## src/rtl/ecc_fix_pkg.sv

```systemverilog
package ecc_fix_pkg;
    localparam int DATA_BYTES = 512;
    localparam int PAR_BYTES  = 10;
    localparam int BYTE_W     = 8;
    localparam int RAW_AW     = 10;
    localparam int MAX_FIX    = 4;
    localparam int WORD_W     = 32;
    localparam int HALF_W     = WORD_W / 2;
    localparam int ADDR_BIAS  = DATA_BYTES + 7;
    localparam int AW         = $clog2(DATA_BYTES);
    localparam int CNT_W      = $clog2(MAX_FIX + 1);
    localparam int IDX_W      = $clog2(MAX_FIX);
    localparam int PAIR_WORDS = (MAX_FIX + 1) / 2;
    localparam int WORDS_W    = PAIR_WORDS * WORD_W;

    typedef enum logic [1:0] {PH_IDLE, PH_RD, PH_WR} phase_e;
    typedef enum logic [1:0] {CL_CLEAN, CL_FAIL, CL_FIX} class_e;
endpackage

```

## src/rtl/ecc_fix_classify.sv

```systemverilog
module ecc_fix_classify
    import ecc_fix_pkg::*;
(
    input  logic [PAR_BYTES*BYTE_W-1:0] parity_bytes,
    input  logic                        syn_zero,
    input  logic [3:0]                  corr_state,
    output class_e                      cls
);
    logic erased;
    assign erased = &parity_bytes;

    always_comb begin
        if (erased || syn_zero) begin
            cls = CL_CLEAN;
        end else begin
            case (corr_state)
                4'd0:       cls = CL_CLEAN;
                4'd2, 4'd3: cls = CL_FIX;
                default:    cls = CL_FAIL;
            endcase
        end
    end
endmodule

```

## src/rtl/ecc_fix_pair_mux.sv

```systemverilog
module ecc_fix_pair_mux
    import ecc_fix_pkg::*;
(
    input  logic [WORDS_W-1:0] addr_words,
    input  logic [WORDS_W-1:0] val_words,
    input  logic [IDX_W-1:0]   idx,
    output logic [AW-1:0]      offset,
    output logic [BYTE_W-1:0]  value,
    output logic               in_range
);
    localparam logic [RAW_AW:0] BIAS_V  = (RAW_AW+1)'(ADDR_BIAS);
    localparam logic [RAW_AW:0] LIMIT_V = (RAW_AW+1)'(DATA_BYTES);

    logic [RAW_AW-1:0] raw_a [MAX_FIX];
    logic [BYTE_W-1:0] val_a [MAX_FIX];

    for (genvar k = 0; k < MAX_FIX; k++) begin : g_pair
        assign raw_a[k] = addr_words[(k/2)*WORD_W + (k%2)*HALF_W +: RAW_AW];
        assign val_a[k] = val_words[(k/2)*WORD_W + (k%2)*HALF_W +: BYTE_W];
    end

    logic [RAW_AW:0] raw_x;
    logic [RAW_AW:0] diff;
    assign raw_x    = {1'b0, raw_a[idx]};
    assign diff     = BIAS_V - raw_x;
    assign in_range = (raw_x <= BIAS_V) && (diff < LIMIT_V);
    assign offset   = diff[AW-1:0];
    assign value    = val_a[idx];

    logic unused_bits;
    assign unused_bits = ^{addr_words, val_words, diff};
endmodule

```

## src/rtl/ecc_fix_applier.sv

```systemverilog
module ecc_fix_applier
    import ecc_fix_pkg::*;
(
    input  logic                        clk,
    input  logic                        rst_n,
    input  logic                        start,
    input  logic [PAR_BYTES*BYTE_W-1:0] parity_bytes,
    input  logic                        syn_zero,
    input  logic [3:0]                  corr_state,
    input  logic [IDX_W-1:0]            err_cnt,
    input  logic [WORD_W-1:0]           addr_word_a,
    input  logic [WORD_W-1:0]           addr_word_b,
    input  logic [WORD_W-1:0]           val_word_a,
    input  logic [WORD_W-1:0]           val_word_b,
    output logic                        buf_rd_en,
    output logic [AW-1:0]               buf_rd_addr,
    input  logic [BYTE_W-1:0]           buf_rd_data,
    output logic                        buf_wr_en,
    output logic [AW-1:0]               buf_wr_addr,
    output logic [BYTE_W-1:0]           buf_wr_data,
    output logic                        done,
    output logic                        uncorrectable,
    output logic [CNT_W-1:0]            corrected_count
);
    typedef struct packed {
        phase_e             phase;
        logic [IDX_W-1:0]   idx;
        logic [IDX_W-1:0]   last;
        logic               done;
        logic               uncorr;
        logic [CNT_W-1:0]   count;
        logic [WORDS_W-1:0] addr_w;
        logic [WORDS_W-1:0] val_w;
    } fix_state_t;

    fix_state_t st_d, st_q;
    class_e     cls;
    logic [AW-1:0]     fix_off;
    logic [BYTE_W-1:0] fix_val;
    logic              fix_ok;

    ecc_fix_classify u_cls (
        .parity_bytes (parity_bytes),
        .syn_zero     (syn_zero),
        .corr_state   (corr_state),
        .cls          (cls)
    );

    ecc_fix_pair_mux u_mux (
        .addr_words (st_q.addr_w),
        .val_words  (st_q.val_w),
        .idx        (st_q.idx),
        .offset     (fix_off),
        .value      (fix_val),
        .in_range   (fix_ok)
    );

    always_comb begin
        st_d      = st_q;
        st_d.done = 1'b0;
        case (st_q.phase)
            PH_IDLE: begin
                if (start) begin
                    st_d.addr_w = {addr_word_b, addr_word_a};
                    st_d.val_w  = {val_word_b, val_word_a};
                    st_d.idx    = '0;
                    st_d.last   = err_cnt;
                    case (cls)
                        CL_CLEAN: begin
                            st_d.done   = 1'b1;
                            st_d.uncorr = 1'b0;
                            st_d.count  = '0;
                        end
                        CL_FAIL: begin
                            st_d.done   = 1'b1;
                            st_d.uncorr = 1'b1;
                            st_d.count  = '0;
                        end
                        default: begin
                            st_d.phase  = PH_RD;
                            st_d.uncorr = 1'b0;
                            st_d.count  = '0;
                        end
                    endcase
                end
            end
            PH_RD: begin
                st_d.phase = PH_WR;
            end
            PH_WR: begin
                if (st_q.idx == st_q.last) begin
                    st_d.phase = PH_IDLE;
                    st_d.done  = 1'b1;
                    st_d.count = CNT_W'(st_q.last) + CNT_W'(1);
                end else begin
                    st_d.phase = PH_RD;
                    st_d.idx   = st_q.idx + IDX_W'(1);
                end
            end
            default: st_d.phase = PH_IDLE;
        endcase
    end

    always_ff @(posedge clk or negedge rst_n) begin
        if (!rst_n) begin
            st_q <= '{phase: PH_IDLE, idx: '0, last: '0, done: 1'b0,
                      uncorr: 1'b0, count: '0, addr_w: '0, val_w: '0};
        end else begin
            st_q <= st_d;
        end
    end

    assign buf_rd_en       = (st_q.phase == PH_RD) && fix_ok;
    assign buf_rd_addr     = fix_off;
    assign buf_wr_en       = (st_q.phase == PH_WR) && fix_ok;
    assign buf_wr_addr     = fix_off;
    assign buf_wr_data     = buf_rd_data ^ fix_val;
    assign done            = st_q.done;
    assign uncorrectable   = st_q.uncorr;
    assign corrected_count = st_q.count;
endmodule

```

## config.mk

```make
export PLATFORM = sky130hd
export DESIGN_NAME = ecc_fix_applier
export DESIGN_NICKNAME = d
export VERILOG_FILES = /design/src/rtl/ecc_fix_pkg.sv /design/src/rtl/ecc_fix_classify.sv /design/src/rtl/ecc_fix_pair_mux.sv /design/src/rtl/ecc_fix_applier.sv
export SDC_FILE = /design/constraint.sdc
export NUM_CORES = 1
export LEC_CHECK = 0
export BUFFER_PORTS_ARGS = -buffer_cell sky130_fd_sc_hd__buf_2
export CAP_MARGIN = 20
export CORE_AREA = 2 2 112 114
export DETAILED_ROUTE_END_ITERATION = 12
export DIE_AREA = 0 0 114 116
export PLACE_DENSITY = 0.86
export SYNTH_ARGS = -nofsm -noshare
export SYNTH_HDL_FRONTEND = slang
export SYNTH_HIERARCHICAL = 1
export SYNTH_SLANG_ARGS = --single-unit
```

## constraint.sdc

```tcl
create_clock -name clk -period 6.06 [get_ports clk]
set_clock_uncertainty 0.1 [all_clocks]
set_input_delay 1.212 -clock clk [delete_from_list [all_inputs] [get_ports clk]]
set_output_delay 1.212 -clock clk [all_outputs]
set_load 0.02 [all_outputs]
```

==> flow_metrics.tcl, run 1 <==
set metrics [dict create \
    status "completed" \
    cts_hold_buf 0 \
    syn_inst 307 \
    ir_drop_v 0.000224 \
    setup_viol 0 \
    overflow 0 \
    tns_ns 0 \
    diodes 0 \
    finalCritPeriodShare_pct 70.1 \
    drive_above_1_share_pct 54.0 \
    cts_buffer_depth 2 \
    crit_type "reg -> out" \
    rsz0062_at_grt "false" \
    routedWlPerCell_um 17.5 \
    fill_cells 1057 \
    port_buffers 202 \
    path_max_fanout 21 \
    die_y_um 116 \
    maxCapViolCount 0 \
    drt_first_iter_violations 122 \
    fmax_mhz 236 \
    synth_nets 535 \
    routabilityCongestion 0.762 \
    hold_violations 0 \
    tightest_slew_ns 1.05 \
    routed_wl_um 11300 \
    regArea_um2 2080 \
    drc_errors 0 \
    root_buffer "clkbuf_16" \
    antenna_found_initial 0 \
    grt_pass1_vias 3522 \
    relSlewSlack_pct 29.9 \
    endpoint_kind "output port" \
    numCtsBuffers 9 \
    avgSynthCellArea_um2 13.8 \
    multiInputGateArea_um2 1890 \
    maxSlewViolCount 0 \
    die_w_um 114 \
    numClockSinks 83 \
    cp_data_arrival_time_ns 2.93 \
    post_cts_buffers 0 \
    ant_nets 0 \
    power_density_nw_per_um2 394 \
    vias 3260 \
    syn_area_um2 4220 \
    r2r_setup_slack_ns 3.56 \
    synth_warnings 6 \
    drtPass1Iterations 4 \
    design.core.area_um2 11900 \
    period_minus_slack_ns 4.25 \
    cts.clk_slew.worst_paths_ns 0.06 \
    via_per_inst 5.05 \
    start_util_pct 35.5 \
    htree_levels 3 \
    hp-class "reg -> reg" \
    area.growth.synth_to_final_pct 31.0 \
    die_area_um2 13200 \
    cts_resized 0 \
    dpl.hpwl_um 8870 \
    critPathLaunchType "flop" \
    leakage_nw 2.57 \
    grt_pass1_wl_um 17200 \
    cts_tree "built" \
    insertion_delay_ns 0.33 \
    worstPathRequired_ns 4.75 \
    grt_max_degree 84 \
    fp-row-count 40 \
    io_pins 259 \
    grtUsageTotal_pct 17.2 \
    final_nets 721 \
    p_total_mw 2.18 \
]
## path summary, 6_finish.rpt
kind                                  startpoint               endpoint  depth (start not counted)
min in group asynchronous                  rst_n  st_q[104]$_DFFE_PN0P_                          1
setup / recovery           st_q[136]$_DFFE_PN0P_              buf_rd_en                          7
hold reg to reg             st_q[65]$_DFFE_PN0P_   st_q[65]$_DFFE_PN0P_                          1
max in group asynchronous                  rst_n         done$_DFF_PN0_                          2
setup reg to reg           st_q[136]$_DFFE_PN0P_  st_q[135]$_DFFE_PN0P_                          3
hold / removal              st_q[65]$_DFFE_PN0P_   st_q[65]$_DFFE_PN0P_                          1
## where the power goes
part / leakage, nW / internal (mW) / total [mW] / switching (mW)
logic: 1.44 / 0.391 / 0.835 / 0.444
registers: 0.984 / 0.705 / 0.806 / 0.101
clock network: 0.146 / 0.320 / 0.538 / 0.218
## critical path, cell delays in order, from the launching register on
cell and delay (ns):
dfrtp_1 1.04, mux4_2 0.47, inv_1 0.06, ha_1 0.23, nand3_1 0.09, mux2i_1 0.32
and2_1 0.22, buf_2 0.18
## registers in the layout, summed over array words and instances, names as in the netlist
| register | flops |
|---|---|
| uncorrectable | 1 |
| corrected_count | 3 |
| done | 1 |
| st_q | 78 |
## cells in the final DEF, fill, tap and decap left out, types with 2 or more instances in the layout
master,n
mux2_2,30
clkinv_4,3
mux4_1,3
nand4_1,23
o211ai_1,3
mux2_1,44
buf_4,4
nor4_1,5
mux2i_1,2
o21ai_0,2
mux4_2,15
nand2b_1,2
dfrtp_1,83
nor2b_1,3
buf_2,201
clkbuf_16,9
nand2_1,12
xnor2_1,4
nand3b_1,2
nor2_1,7
a21oi_1,2
ha_1,2
clkinv_2,2
inv_1,7
and2_1,3
xor2_1,10
## per-stage QoR
stage	util [%]	hold WS, ns	cells	setup WS [ns]	area (µm²)
after floorplan	-	0.349	307	2.56	4220
after global placement	43.7	0.362	628	2.11	5210
after detailed placement	43.7	0.370	628	2.10	5210
after CTS	46.2	0.384	644	1.72	5510
after global routing	46.4	0.395	645	1.62	5530
final	46.4	0.377	645	1.81	5530
## metal layers
metal  vias up  GRT usage, %  part of all wire [%]  wire length [µm]
li1       1499             -                     -                 -
met1      1573          16.9                    35              3910
met2       161          33.5                    54              6140
met3        27          4.45                   7.3               825
met4         0          8.37                   3.5               397
met5         -             0                     0                 0
## layout make-up
class / instances / share of cell area, %
Sequential cell: 83 / 37.5
Multi-Input combinational cell: 186 / 34.1
Timing Repair Buffer: 206 / 19.2
Clock buffer: 10 / 4.14
Tap cell: 147 / 3.32
Clock inverter: 6 / 1.20
Inverter: 7 / 0.475
No activity file was read; power rests on OpenSTA's default activity.
==> run 2: changes to the inputs <==
- ABC_AREA: unset -> 1
- CORE_AREA: 2 2 112 114 -> 2 2 124 126
- DIE_AREA: 0 0 114 116 -> 0 0 126 128
- PLACE_DENSITY: 0.86 -> 0.77
- clock period: 6.06 -> 3.5 ns (I/O delays scaled with it)
==> run 2 against run 1 <==
Against the previous run: sequential cell count unchanged; count of clock-buffer cells in the layout rose by 3; clock power is 83% higher; sequential power grew 99%; final cell count rose by 55%; non-clock buffer count rose by 4; sequential share of layout area decreased by 2.0 points; critical path depth increased by 6; hold slack lost 0.13 ns; core utilization fell by 7.1 points; combinational power increased to 2.8 times the previous value; critical path type unchanged; critical endpoint unchanged; largest cell class unchanged.
==> flow_metrics.tcl, run 2 <==
set metrics [dict create \
    ant_nets 0 \
    status "completed" \
    cpMostUsedCell "nand2_1" \
    cp_data_arrival_time_ns 2.21 \
    startpoint "st_q[135]$_DFFE_PN0P_" \
    leakage_nw 3.28 \
    antenna_found_initial 0 \
    ir_drop_v 0.000610 \
    insertion_delay_ns 0.34 \
    r2r_start "st_q[138]$_DFFE_PN0P_" \
    htree_levels 3 \
    finalCritPeriodShare_pct 86.1 \
    die_w_um 126 \
    cts_tree "built" \
    dpl.hpwl_um 9710 \
    numCtsBuffers 9 \
    maxSlewViolCount 0 \
    drc_errors 0 \
    wl_met2_um 6050 \
    wl_met1_um 5450 \
    slowest_stage "dfrtp_1" \
    path_max_fanout 19 \
    finalWorstSetupSlack_ns 0.487 \
    tns_ns 0 \
    drtPass1Iterations 4 \
    grt_pass1_vias 4412 \
    grtUsageTotal_pct 16.2 \
    numClockSinks 83 \
    critPathLaunchType "flop" \
    cts_resized 0 \
    cts_hold_buf 0 \
    area.growth.synth_to_final_pct 28.9 \
    routedWlPerCell_um 12.9 \
    power_density_nw_per_um2 837 \
    syn_area_um2 4530 \
    post_cts_buffers 0 \
    cts_buffer_depth 2 \
    die_area_um2 16100 \
    hp-class "in -> async" \
    crit_chain "buf_4, nand2_1, nand3_1, nand2_2, ha_1, nand2_1, nor2_1, nand2_1, nand2_1, nand2_1, inv_1, nor3_1, buf_2" \
    top_layer "met4" \
    port_buffers 202 \
    endpoint_kind "output port" \
    drt_first_iter_violations 255 \
    drive_above_1_share_pct 30.8 \
    root_buffer "clkbuf_16" \
    mostFrequentLayoutCell "nand2_1" \
    cts.clk_slew.worst_paths_ns 0.06 \
    dpl_cell_area_um2 5520 \
    vias 4409 \
    synth_warnings 6 \
    rsz0062_at_grt "false" \
    start_util_pct 30.5 \
    tightest_slew_ns 0.803 \
    setup_viol 0 \
    dp_cells 980 \
    crit_type "reg -> out" \
    regMostFlops "st_q" \
    synth_nets 861 \
    routabilityCongestion 0.838 \
    overflow 0 \
    routed_wl_um 12900 \
    fp-row-count 45 \
    relSlewSlack_pct 46.4 \
    syn_inst 633 \
    layout_common_cells "339 x nand2_1, 201 x buf_2, 83 x dfrtp_1" \
    avgSynthCellArea_um2 7.16 \
    via_per_inst 4.42 \
    design.core.area_um2 14900 \
    die_y_um 128 \
    hold_slack_ns 0.246 \
    worstPathRequired_ns 2.70 \
    final_nets 1031 \
    fmax_mhz 332 \
    grt_max_degree 84 \
    largest_register_ffs 78 \
    grt_pass1_wl_um 21100 \
    maxCapViolCount 0 \
    hold_violations 0 \
    fin_area_um2 5840 \
    wl_met3_um 1100 \
    io_pins 259 \
    fill_cells 1548 \
    period_minus_slack_ns 3.01 \
    cpPeakStageDelay_ns 0.43 \
    dp_slack_ns 0.832 \
    final_cells 997 \
]
-- run 2: path summary, 6_finish.rpt --
path,depth (start not counted),slack [ns],endpoint
min reg2reg,2,0.37,st_q[38]$_DFFE_PN0P_
min,1,0.25,st_q[0]$_DFFE_PN0P_
max reg2reg,6,1.82,corrected_count[0]$_DFFE_PN0P_
min in group clk,2,0.37,st_q[38]$_DFFE_PN0P_
max,13,0.49,buf_rd_en
max in group asynchronous,2,2.43,st_q[116]$_DFFE_PN0P_
-- run 2: final cells by class --
type	instances	area (µm²)	area share [%]
clock inverter	3	45.0	0.771
multi-input combinational	483	2060	35.3
antenna	1	2.50	0.0428
timing repair buffer	210	1090	18.6
tap	188	235	4.03
sequential	83	2080	35.6
clock buffer	13	270	4.63
inverter	16	65.1	1.11
-- run 2: metal layers --
| layer | up-vias | global-route usage, % |
|---|---|---|
| met1 | 1961 | 20.4 |
| met2 | 162 | 26.8 |
| met4 | 0 | 5.75 |
| met5 | - | 0 |
| met3 | 20 | 4.55 |
| li1 | 2266 | - |
-- run 2: critical path, delay by kind of cell (launching register included) --
family | cells | cell delay [ns]
buffers and inverters | 3 | 0.52
AND/OR/NAND/NOR | 9 | 0.67
adder cells (fa/ha/maj) | 1 | 0.25
flip-flops | 1 | 0.43
-- run 2: per-stage QoR --
step	total power, mW	util [%]
final	4.89	39.3
after global routing	5.28	39.3
after global placement	3.89	37.2
after CTS	4.95	39.3
after detailed placement	3.94	37.2
after floorplan	3.43	-
-- run 2: where the power goes --
part	switching, mW	internal (mW)	total [mW]
clock	0.373	0.611	0.984
combinational	1.52	0.785	2.30
sequential	0.233	1.37	1.60
total	2.12	2.76	4.89
